File: src/rtl/ifr_tx_seq.sv
module ifr_tx_seq #(
  parameter int DW = 8
) (
  input  logic          clk,
  input  logic          rst_n,
  input  logic          req_set,
  input  logic          eod_set,
  input  logic          data_wr,
  input  logic [DW-1:0] data_in,
  input  logic          eod_seen,
  input  logic          frame_sof,
  output logic          req_bit,
  output logic          tde,
  output logic          bit_valid,
  output logic          bit_data,
  output logic          bit_sym_eod,
  input  logic          bit_ready,
  input  logic          bit_lost,
  output logic          done,
  output logic          abort
);
  localparam int CW = (DW > 1) ? $clog2(DW) : 1;

  typedef enum logic [2:0] {IDLE, SHIFT, WAITB, EODS, XTRA} st_t;

  st_t           st;
  logic [DW-1:0] dreg, shreg;
  logic [CW-1:0] cnt;
  logic          xcnt, eod_req, blocked;

  assign bit_valid   = (st == SHIFT) || (st == EODS) || (st == XTRA);
  assign bit_data    = (st == XTRA) ? 1'b1 : ((st == SHIFT) ? shreg[DW-1] : 1'b0);
  assign bit_sym_eod = (st == EODS);

  wire xfer    = bit_valid && bit_ready;
  wire last    = (cnt == CW'(DW-1));
  wire late    = (cnt >= CW'(DW-2));
  wire lost    = (st == SHIFT) && xfer && bit_lost;
  wire move    = (st == IDLE  && req_bit && !tde) ||
                 (st == SHIFT && xfer && !bit_lost && last && !tde) ||
                 (st == WAITB && !tde);

  always_ff @(posedge clk or negedge rst_n) begin
    if (!rst_n) begin
      st <= IDLE; dreg <= '0; shreg <= '0; cnt <= '0; xcnt <= 1'b0;
      req_bit <= 1'b0; eod_req <= 1'b0; blocked <= 1'b0; tde <= 1'b1;
      done <= 1'b0; abort <= 1'b0;
    end else begin
      done  <= 1'b0;
      abort <= 1'b0;
      if (frame_sof) blocked <= 1'b0;
      else if (eod_seen) blocked <= 1'b1;
      if (req_set && !blocked && !eod_seen) req_bit <= 1'b1;
      if (eod_set && req_bit) eod_req <= 1'b1;
      if (data_wr) dreg <= data_in;
      if (data_wr) tde <= 1'b0;
      else if (move || lost) tde <= 1'b1;
      if (move) begin
        shreg <= dreg;
        cnt   <= '0;
      end
      case (st)
        IDLE: if (move) st <= SHIFT;
        SHIFT: if (xfer) begin
          if (bit_lost) begin
            req_bit <= 1'b0;
            eod_req <= 1'b0;
            if (late) begin
              st   <= XTRA;
              xcnt <= 1'b0;
            end else begin
              st    <= IDLE;
              abort <= 1'b1;
            end
          end else if (last) begin
            if (!tde)        st <= SHIFT;
            else if (eod_req) st <= EODS;
            else             st <= WAITB;
          end else begin
            shreg <= shreg << 1;
            cnt   <= cnt + 1'b1;
          end
        end
        WAITB: begin
          if (move) st <= SHIFT;
          else if (eod_req || eod_set) st <= EODS;
        end
        EODS: if (xfer) begin
          st      <= IDLE;
          done    <= 1'b1;
          req_bit <= 1'b0;
          eod_req <= 1'b0;
        end
        XTRA: if (xfer) begin
          if (xcnt) begin
            st    <= IDLE;
            abort <= 1'b1;
          end else xcnt <= 1'b1;
        end
        default: st <= IDLE;
      endcase
    end
  end
endmodule


File: config.mk
export PLATFORM = sky130hd
export DESIGN_NAME = ifr_tx_seq
export DESIGN_NICKNAME = d
export VERILOG_FILES = /design/src/rtl/ifr_tx_seq.sv
export SDC_FILE = /design/constraint.sdc
export NUM_CORES = 1
export LEC_CHECK = 0
export BUFFER_PORTS_ARGS = -buffer_cell sky130_fd_sc_hd__buf_2
export CAP_MARGIN = 20
export CORE_AREA = 2 2 67 69
export DETAILED_ROUTE_END_ITERATION = 8
export DIE_AREA = 0 0 69 71
export GPL_TIMING_DRIVEN = 0
export SETUP_SLACK_MARGIN = 0.02
export SLEW_MARGIN = 20
export SYNTH_ARGS = -nofsm -noshare
export SYNTH_HDL_FRONTEND = slang
export SYNTH_SLANG_ARGS = --single-unit
File: constraint.sdc
create_clock -name clk -period 2.4 [get_ports clk]
set_clock_uncertainty 0.2 [all_clocks]
set_input_delay 0.48 -clock clk [delete_from_list [all_inputs] [get_ports clk]]
set_output_delay 0.48 -clock clk [all_outputs]
set_load 0.01 [all_outputs]
==> qor.log <==
qor: floorplanning.floorplan.die.width 69 um
qor: min_path.holdCritPathClass primary input to asynchronous set/reset pin
qor: cells_and_area.stdcell_area 1680 sq um
qor: critical_path.critical_path.startpoint_type flop
qor: sta.max_slew_margin 57.3%
qor: synthesis.post_synth_edffs 0
qor: synthesis.top_area_cell_type_share_of_the_netlist_area 49.5%
qor: cells_and_area.diodes 0
qor: clock_tree.cts_root_buf sky130_fd_sc_hd__clkbuf_8
qor: sta.worstMarginPinSlew 0.640 ns
qor: sta.unrepaired_setup_endpoints_after_global_routing false
qor: power_and_ir_drop.power_leakage 0.000732 uW
qor: floorplanning.rows 24
qor: floorplanning.boundaryPins 24
qor: clock_tree.clkSlewWorstSetupHoldPaths 0.06 ns
qor: cells_and_area.most-common-layout-cells sky130_fd_sc_hd__dfrtp_1, sky130_fd_sc_hd__buf_2, sky130_fd_sc_hd__nor2_1, sky130_fd_sc_hd__o21ai_1, sky130_fd_sc_hd__nand2_1
qor: critical_path.r2r_setup_slack 0.47 ns
qor: cells_and_area.mostFrequentLayoutCell sky130_fd_sc_hd__dfrtp_1
qor: clock_tree.post-cts-setup-buffers 0
qor: sta.max_freq 472 MHz
qor: sta.finalCritPeriodShare 88.2%
qor: placement.placed_cell_area 1590 sq um
qor: critical_path.rr_endpoint shreg[6]
qor: grt.grt_first_pass_wirelength 5140 um
qor: clock_tree.cts_hold_buffers 0
qor: synthesis.portion_of_the_post_synthesis_area_used_by_sequential_elements 51.3%
qor: clock_tree.clock_tree.htree_level_count 2
qor: sta.hold_slack 0.0233 ns
qor: placement.pre_cts_slack 0.475 ns
qor: grt.via_count_of_the_first_global_routing_pass 1150
qor: placement.place.port_buffers 22
qor: synthesis.ys_warn_count 0
qor: critical_path.critical_path.reg2reg.startpoint cnt[0]
qor: synthesis.synth_area 1420 sq um
qor: power_and_ir_drop.ir_drop 0.432 mV
qor: floorplanning.floorplan.initialDensity 33.7%
qor: grt.overflow 0
qor: drt.vias_per_cell 5.15
qor: job.max-cap-violations 0
qor: synthesis.synth_cell_types 37
qor: critical_path.category_of_the_critical_setup_timing_path flop to output pin
qor: critical_path.cp_data_arrival_time 1.44 ns
qor: critical_path.worstSetupEndpointType output pin
qor: synthesis.async_reset_ff_share 100%
qor: cells_and_area.area.growth.synth_to_final 18.7%
qor: critical_path.largest_fanout_on_the_critical_path 10
qor: clock_tree.clk_latency 0.28 ns
qor: synthesis.syn_inst 136
qor: clock_tree.cts-buffers-inserted 5
qor: sta.setup_tns 0 ns
qor: drt.drtIter0Drc 70
qor: grt.antenna_found_initial 0
qor: clock_tree.cts_buffer_depth 2
qor: critical_path.worst_r2r_path_depth 7
qor: drt.routedWlPerCell 13.4 um
qor: clock_tree.postCtsResizedCells 0
qor: floorplanning.core_region_area 4200 sq um
qor: drt.via_count 1122
qor: drt.ant_nets 0
qor: synthesis.number_of_synthesized_register_bits 29
qor: synthesis.synth.largest_area_cell sky130_fd_sc_hd__dfrtp_1
qor: sta.setup-violations-final 0
qor: cells_and_area.net_count_of_the_finished_layout 184
qor: placement.dp.final_hpwl 2150 um
qor: grt.grt_start_max_net_pins 30
qor: cells_and_area.drive_above_1_share 28.9%
qor: floorplanning.die_h 71 um
qor: synthesis.synth_flop_cell sky130_fd_sc_hd__dfrtp_1
qor: floorplanning.design.die.area 4900 sq um
qor: drt.drc_errors 0
qor: sta.drv_slew 0
qor: status.run_status finished clean
qor: sta.layout_setup_ws 0.283 ns
qor: drt.drt_pass1_iterations 4
qor: power_and_ir_drop.power.density 979 nW/um^2
qor: synthesis.post_synth_main_area_contributors sky130_fd_sc_hd__dfrtp_1, sky130_fd_sc_hd__mux2_2, sky130_fd_sc_hd__nor2_1
qor: clock_tree.cts.sink_count 29
qor: grt.grt_use_total 13.4%
qor: placement.place_congestion 0.862
qor: clock_tree.clock_tree_from_tritoncts yes
qor: synthesis.synth.net_count 155
qor: drt.routed_wirelength 2930 um
qor: sta.period_needed 2.12 ns
qor: synthesis.syn_avg_cell_area 10.4 sq um
qor: sta.hold_viol 0
qor: critical_path.worst-endpoint-required 1.72 ns
-- critical path, stage by stage, from the launching register on --
cell	delay, ns
sky130_fd_sc_hd__dfrtp_1	0.36
sky130_fd_sc_hd__buf_4	0.17
sky130_fd_sc_hd__nor2b_1	0.14
sky130_fd_sc_hd__buf_4	0.17
sky130_fd_sc_hd__a21oi_1	0.14
sky130_fd_sc_hd__nor2_1	0.05
sky130_fd_sc_hd__buf_2	0.13
-- per-layer routing --
metal	share of wire (%)	track usage, %
met5	0	0
met1	43	15.9
met3	6.1	5.13
met2	48	21.2
met4	2.0	7.19
-- report_power, final --
part	internal [uW]	total, uW	switching, uW
logic	231	519	288
clock network	233	403	170
registers	632	724	92.4
total	1100	1650	550
-- flip-flops by register name, indices dropped and copies added (netlist names) --
signal   flops
st           3
eod_req      1
cnt          3
xcnt         1
req_bit      1
tde          1
abort        1
done         1
dreg         8
shreg        8
blocked      1
-- synth_stat cells (2+ instances only) --
cell type / number
sky130_fd_sc_hd__and3_1: 3
sky130_fd_sc_hd__o21ai_1: 10
sky130_fd_sc_hd__nand2b_1: 2
sky130_fd_sc_hd__buf_4: 2
sky130_fd_sc_hd__a31oi_1: 7
sky130_fd_sc_hd__buf_6: 3
sky130_fd_sc_hd__nor2_1: 18
sky130_fd_sc_hd__clkbuf_1: 3
sky130_fd_sc_hd__o21ai_0: 3
sky130_fd_sc_hd__nand2_1: 9
sky130_fd_sc_hd__ha_1: 2
sky130_fd_sc_hd__nand3_1: 8
sky130_fd_sc_hd__inv_1: 2
sky130_fd_sc_hd__a21oi_1: 7
sky130_fd_sc_hd__dfrtp_1: 28
sky130_fd_sc_hd__mux2_2: 8
-- metrics by stage --
stage	util, %	std cells	total power (uW)
5_1_grt	40.0	218	1780
3_3_place_gp	37.9	210	1230
4_1_cts	40.0	218	1670
6_report	40.0	218	1650
3_5_place_dp	37.9	210	1260
2_1_floorplan	-	136	1100
-- layout make-up --
cell class / count / area (sq um)
fillers: 422 / 2520
flip-flops and latches: 29 / 727
multi-input cells: 96 / 617
repair buffers: 22 / 110
clock buffers: 8 / 90.1
plain buffers: 9 / 65.1
well taps: 52 / 65.1
inverters: 2 / 7.51
-- cell families after synthesis --
family,share of synthesized area [%]
and+or+nand+nor,19.8
AOI/OAI and AO/OA,15.6
DFF,51.3
buffers and inverters,5.12
muxes,6.36
adders and majority gates,1.77
-- worst max path at each step --
| stage | from | endpoint | slack, ns | cells past startpoint |
|---|---|---|---|---|
| finish | st[0] | bit_data | 0.28 | 6 |
| global route | st[0] | bit_data | 0.18 | 6 |
| CTS | st[0] | bit_data | 0.27 | 6 |
| detailed placement | cnt[0] | shreg[5] | 0.47 | 7 |
| global placement | cnt[0] | shreg[5] | 0.52 | 7 |
| floorplan | cnt[0] | shreg[6] | 0.68 | 7 |
No activity file was read; power rests on OpenSTA's default activity.
